--- src/rtl/wd_pkg.sv ---
package wd_pkg;
  localparam logic [7:0] KEY_FIRST  = 8'h55;
  localparam logic [7:0] KEY_SECOND = 8'hAA;
  localparam int         NUM_RATES  = 4;

  typedef logic [1:0] rate_t;

  typedef enum logic {
    KEY_IDLE  = 1'b0,
    KEY_ARMED = 1'b1
  } key_st_e;
endpackage

--- src/rtl/wd_key_seq.sv ---
module wd_key_seq
  import wd_pkg::*;
#(
  parameter int          ADDR_W   = 8,
  parameter logic [ADDR_W-1:0] SVC_ADDR = 8'h10
) (
  input  logic              clk,
  input  logic              rst_n,
  input  logic              bus_we,
  input  logic [ADDR_W-1:0] bus_addr,
  input  logic [7:0]        bus_wdata,
  output logic              kick
);
  key_st_e st_q, st_d;
  logic    hit_svc;

  assign hit_svc = bus_we && (bus_addr == SVC_ADDR);
  assign kick    = hit_svc && (st_q == KEY_ARMED) && (bus_wdata == KEY_SECOND);

  always_comb begin
    st_d = st_q;
    if (hit_svc) begin
      if (bus_wdata == KEY_FIRST) st_d = KEY_ARMED;
      else                        st_d = KEY_IDLE;
    end
  end

  always_ff @(posedge clk or negedge rst_n) begin
    if (!rst_n) st_q <= KEY_IDLE;
    else if (hit_svc) st_q <= st_d;
  end


  key_cancel_chk: assert property (@(posedge clk) disable iff (!rst_n)
    (hit_svc && bus_wdata != KEY_FIRST) |=> (st_q == KEY_IDLE));

  key_other_addr_chk: assert property (@(posedge clk) disable iff (!rst_n)
    (bus_we && bus_addr != SVC_ADDR) |=> $stable(st_q));

  key_arm_chk: assert property (@(posedge clk) disable iff (!rst_n)
    (hit_svc && bus_wdata == KEY_FIRST) |=> (st_q == KEY_ARMED));
endmodule

--- src/rtl/wd_rate_lock.sv ---
module wd_rate_lock
  import wd_pkg::*;
#(
  parameter int          ADDR_W      = 8,
  parameter logic [ADDR_W-1:0] RATE_ADDR = 8'h11,
  parameter int          LOCK_CYCLES = 64
) (
  input  logic              clk,
  input  logic              rst_n,
  input  logic              bus_we,
  input  logic [ADDR_W-1:0] bus_addr,
  input  logic [7:0]        bus_wdata,
  output rate_t             rate
);
  localparam int WW = $clog2(LOCK_CYCLES + 1);
  localparam logic [WW-1:0] WIN_END = WW'(LOCK_CYCLES);

  logic [WW-1:0] win_q, win_d;
  rate_t         rate_q, rate_d;
  logic          open_w, rate_ce;

  assign open_w  = (win_q < WIN_END);
  assign rate_ce = open_w && bus_we && (bus_addr == RATE_ADDR);
  assign rate    = rate_q;

  always_comb begin
    win_d  = win_q + 1'b1;
    rate_d = bus_wdata[1:0];
  end

  always_ff @(posedge clk or negedge rst_n) begin
    if (!rst_n) begin
      win_q  <= '0;
      rate_q <= '0;
    end else begin
      if (open_w)  win_q  <= win_d;
      if (rate_ce) rate_q <= rate_d;
    end
  end


  rate_frozen_chk: assert property (@(posedge clk) disable iff (!rst_n)
    (win_q == WIN_END) |=> $stable(rate_q));

  win_hold_chk: assert property (@(posedge clk) disable iff (!rst_n)
    (win_q == WIN_END) |=> (win_q == WIN_END));
endmodule

--- src/rtl/wd_timer.sv ---
module wd_timer
  import wd_pkg::*;
#(
  parameter int PRE_W      = 13,
  parameter int STAGE_LOG2 = 2
) (
  input  logic  clk,
  input  logic  rst_n,
  input  logic  en,
  input  logic  kick,
  input  rate_t rate,
  output logic  req
);
  localparam int SW = STAGE_LOG2 + 2 * (NUM_RATES - 1);

  logic [PRE_W-1:0]     pre_q, pre_d;
  logic [SW-1:0]        stage_q, stage_d;
  logic [NUM_RATES-1:0] term_vec;
  logic                 pre_wrap, fire, req_q;

  genvar r;
  generate
    for (r = 0; r < NUM_RATES; r++) begin : g_term
      localparam logic [SW-1:0] LIM = {SW{1'b1}} >> (2 * (NUM_RATES - 1 - r));
      assign term_vec[r] = (stage_q == LIM);
    end
  endgenerate

  assign pre_wrap = &pre_q;
  assign fire     = en && !kick && pre_wrap && term_vec[rate];
  assign req      = req_q;

  always_comb begin
    pre_d   = pre_q + 1'b1;
    stage_d = pre_wrap ? stage_q + 1'b1 : stage_q;
    if (!en || kick || fire) begin
      pre_d   = '0;
      stage_d = '0;
    end
  end

  always_ff @(posedge clk or negedge rst_n) begin
    if (!rst_n) begin
      pre_q   <= '0;
      stage_q <= '0;
      req_q   <= 1'b0;
    end else begin
      pre_q   <= pre_d;
      stage_q <= stage_d;
      req_q   <= fire;
    end
  end


  req_pulse_chk: assert property (@(posedge clk) disable iff (!rst_n)
    req_q |=> !req_q);

  kick_wins_chk: assert property (@(posedge clk) disable iff (!rst_n)
    kick |=> (!req_q && pre_q == '0 && stage_q == '0));

  idle_hold_chk: assert property (@(posedge clk) disable iff (!rst_n)
    !en |=> (!req_q && pre_q == '0 && stage_q == '0));
endmodule

--- src/rtl/cop_watchdog.sv ---
module cop_watchdog
  import wd_pkg::*;
#(
  parameter int          ADDR_W      = 8,
  parameter logic [ADDR_W-1:0] SVC_ADDR  = 8'h10,
  parameter logic [ADDR_W-1:0] RATE_ADDR = 8'h11,
  parameter int          LOCK_CYCLES = 64,
  parameter int          PRE_W       = 13,
  parameter int          STAGE_LOG2  = 2
) (
  input  logic              clk,
  input  logic              rst_n,
  input  logic              bus_we,
  input  logic [ADDR_W-1:0] bus_addr,
  input  logic [7:0]        bus_wdata,
  input  logic              cop_en,
  output logic              cop_rst_req
);
  logic  kick;
  rate_t rate;

  wd_key_seq #(.ADDR_W(ADDR_W), .SVC_ADDR(SVC_ADDR)) u_key (
    .clk(clk), .rst_n(rst_n), .bus_we(bus_we), .bus_addr(bus_addr),
    .bus_wdata(bus_wdata), .kick(kick));

  wd_rate_lock #(.ADDR_W(ADDR_W), .RATE_ADDR(RATE_ADDR),
                 .LOCK_CYCLES(LOCK_CYCLES)) u_rate (
    .clk(clk), .rst_n(rst_n), .bus_we(bus_we), .bus_addr(bus_addr),
    .bus_wdata(bus_wdata), .rate(rate));

  wd_timer #(.PRE_W(PRE_W), .STAGE_LOG2(STAGE_LOG2)) u_tmr (
    .clk(clk), .rst_n(rst_n), .en(cop_en), .kick(kick), .rate(rate),
    .req(cop_rst_req));


  svc_restart_chk: assert property (@(posedge clk) disable iff (!rst_n)
    kick |=> !cop_rst_req);
endmodule

--- config.mk ---
export PLATFORM = sky130hd
export DESIGN_NAME = cop_watchdog
export DESIGN_NICKNAME = d
export VERILOG_FILES = /design/src/rtl/wd_pkg.sv /design/src/rtl/wd_key_seq.sv /design/src/rtl/wd_rate_lock.sv /design/src/rtl/wd_timer.sv /design/src/rtl/cop_watchdog.sv
export SDC_FILE = /design/constraint.sdc
export NUM_CORES = 1
export LEC_CHECK = 0
export BUFFER_PORTS_ARGS = -buffer_cell sky130_fd_sc_hd__buf_2
export CELL_PAD_IN_SITES_DETAIL_PLACEMENT = 1
export CELL_PAD_IN_SITES_GLOBAL_PLACEMENT = 2
export CORE_MARGIN = 3
export CORE_UTILIZATION = 30
export CTS_CLUSTER_DIAMETER = 100
export DETAILED_ROUTE_END_ITERATION = 12
export PLACE_DENSITY_LB_ADDON = 0.1
export SLEW_MARGIN = 20
export SYNTH_ARGS = -nofsm -noshare
export SYNTH_HDL_FRONTEND = slang
export SYNTH_SLANG_ARGS = --single-unit
--- constraint.sdc ---
create_clock -name clk -period 5.7 [get_ports clk]
set_clock_uncertainty 0.2 [all_clocks]
set_input_delay 1.14 -clock clk [delete_from_list [all_inputs] [get_ports clk]]
set_output_delay 1.14 -clock clk [all_outputs]
set_load 0.03 [all_outputs]
==> results.ini <==
[sta]
final.setup.tns_ps=0
drv_slew=0
setup_viol=0
whs_ps=287
fin_crit_sh_pct=45.1
min_period_ps=2570
timing.slew.headroom_pct=52.6
worst_slack_ps=3130
tightestPinTransition_ps=712
hold_viol=0
fmax_mhz=389
rsz0062_at_grt=no

[drt]
postRouteAntennaNets=0
remaining_drc_errors=0
wirelength_mm=3.46
first_pass_iters=4
drtIter0Drc=35
vias_per_cell=4.94
num_vias=1240
wl_met1_mm=1.59
top_layer=met4
wl_per_cell_um=13.8
wl_met3_um=79
dr_wl_met2_mm=1.75

[power]
leakage_uw=0.000814
power.density_mw_per_mm2=254
peakVddDrop_mv=0.105

[setup_path]
worst_ep_arrival_time_ps=2520
cp-end-kind=flop
crit_type=in -> reg
rrSetupSlack_ps=3310
critPathRequiredTime_ps=5650
cp_max_fo=12
rr_worst_depth=6
regToRegEndpoint=u_tmr.pre_q[10]
startpoint_type=primary input
reg2reg_from=u_tmr.stage_q[0]

[yosys]
syn_area_mm2=0.00165
netlist.area_leader.share_pct=48.4
seq_area_frac_synth_pct=48.4
ys_top_cells_by_area=dfrtp_1 (48%), xor2_1 (5.3%), nand3_1 (4.2%)
async_flop_share_pct=100
yosys.area.top_type=dfrtp_1
synth.distinct_cells=37
ys_warn_count=0
avgSynthCellArea_um2=10.6
synthFlopType=dfrtp_1
synth_nets=179
synth-edff-count=0
syn_inst=156
synth-seq-cells=32

[die]
start_util_pct=31.8
die_w_um=80.2
die_h_um=80.2
die_area_mm2=0.00644
pin_count=21
rows=26
core_mm2=0.00520

[layout]
final_area_mm2=0.00195
antenna_cells=0
drive_gt1_share_pct=21.0
syn_to_final_growth_pct=17.9
nets=203
final_core_util_pct=37.5

[place]
placed_area_mm2=0.00182
preCtsSetupSlack_ps=2790
io_buffer_count=20
place_congestion=0.726
place_hpwl_mm=2.53

[cts]
ctsResizeCount=0
cts_setup_buffers=0
h-tree-depth=2
clockBufferDepth=2
clk_latency_ps=280
root_buffer=clkbuf_8
clock-sinks=32
path_clk_slew_ps=70
cts_buffers=5
cts_tree=done
holdBufCountCts=0

[outcome]
status=finished clean

[grt]
antenna_found_initial=0
track_usage_pct=11.9
grt_max_degree=33
grt_pass1_wl_mm=6.03
overflow=0
grt_pass1_vias=1282

[min_path]
holdPathEnd=u_rate.win_q[5]
min_from=u_rate.win_q[5]
whs_path_depth=1
hold_class=reg -> reg

[flow_run]
drv_cap=0

routing by layer:
| layer | track usage, % | vias to the layer above |
|---|---|---|
| met1 | 15.7 | 614 |
| met5 | 0 | - |
| met4 | 4.05 | 0 |
| met3 | 3.36 | 4 |
| met2 | 18.6 | 7 |
| li1 | - | 615 |
cell families (layout without fill, tap and decap cells):
kind of cell             Yosys count  after routing  share of synthesized area, %
AND/OR/NAND/NOR                   77             77                          26.2
flip-flops                        32             32                          48.4
AO/OA/AOI/OAI                     20             20                          10.8
XOR/XNOR                          16             16                          8.48
buffers and inverters              5             30                          1.74
adder cells (fa/ha/maj)            3              3                          2.27
multiplexers                       3              3                          2.04
sequential cells by signal, indices dropped and copies added, names as in the netlist:
name           count
u_tmr.req          1
u_key.st_q         1
u_rate.rate        2
u_tmr.pre_q       13
u_tmr.stage_q      8
u_rate.win_q       7
how the worst max path moves through the flow:
stage	start	end	cells after the start
finish	bus_addr[7]	u_tmr.pre_q[10]	7
global route	bus_addr[7]	u_tmr.pre_q[3]	7
CTS	bus_addr[7]	u_tmr.pre_q[10]	7
detailed placement	bus_addr[7]	u_tmr.pre_q[7]	7
global placement	bus_addr[7]	u_tmr.pre_q[7]	7
floorplan	bus_addr[1]	u_tmr.req	5
layout make-up:
class                   instances  area (um2)
well taps                      70        87.6
flip-flops and latches         32         801
inverters                       1        3.75
clock inverters                 1        30.0
multi-input cells             119         823
clock buffers                   7        96.3
repair buffers                 21         108
fillers                       598        3260
stage by stage:
stage	power [uW]	std cells
after global placement	262	243
after floorplan	248	156
after global routing	519	251
after CTS	504	251
final	495	251
after detailed placement	263	243
synthesized netlist by cell type, drive strengths merged, types with 2 or more instances:
cell and instances:
dfrtp 32, nand2 16, nor2 16, nand3 14, xor2 10, xnor2 6, a21oi 5, nand4b 4
nor4bb 4, or3 4, a311oi 3, a31oi 3, and2 3, and3 3, and4 3, buf 3
ha 3, mux2 3, nand4 3, o21ai 3, o31ai 2
worst max-delay path, cell delays in order:
cell and delay [ps]:
buf_2 100, nor4bb_1 350, nand2_1 150, o31ai_1 250
buf_4 220, o21bai_4 210, nor2_1 90
cells in the final DEF, fill, tap and decap left out, drive strengths merged, types with 2 or more instances in the layout:
master	instances
ha	3
buf	21
nand2	16
xor2	10
o21ai	3
xnor2	6
a21oi	5
and4	3
mux2	3
nor2	16
o31ai	2
and3	3
nand4	3
nand4b	4
a31oi	3
nand3	14
and2	3
nor4bb	4
a311oi	3
dfrtp	32
clkbuf	7
or3	4
power breakdown:
group	switching, uW	leakage (uW)	internal [uW]
clock network	83.0	0.0000645	154
registers	3.68	0.000429	230
logic	13.2	0.000320	10.9
total	99.8	0.000814	395
(Power assumes the default switching activity.)
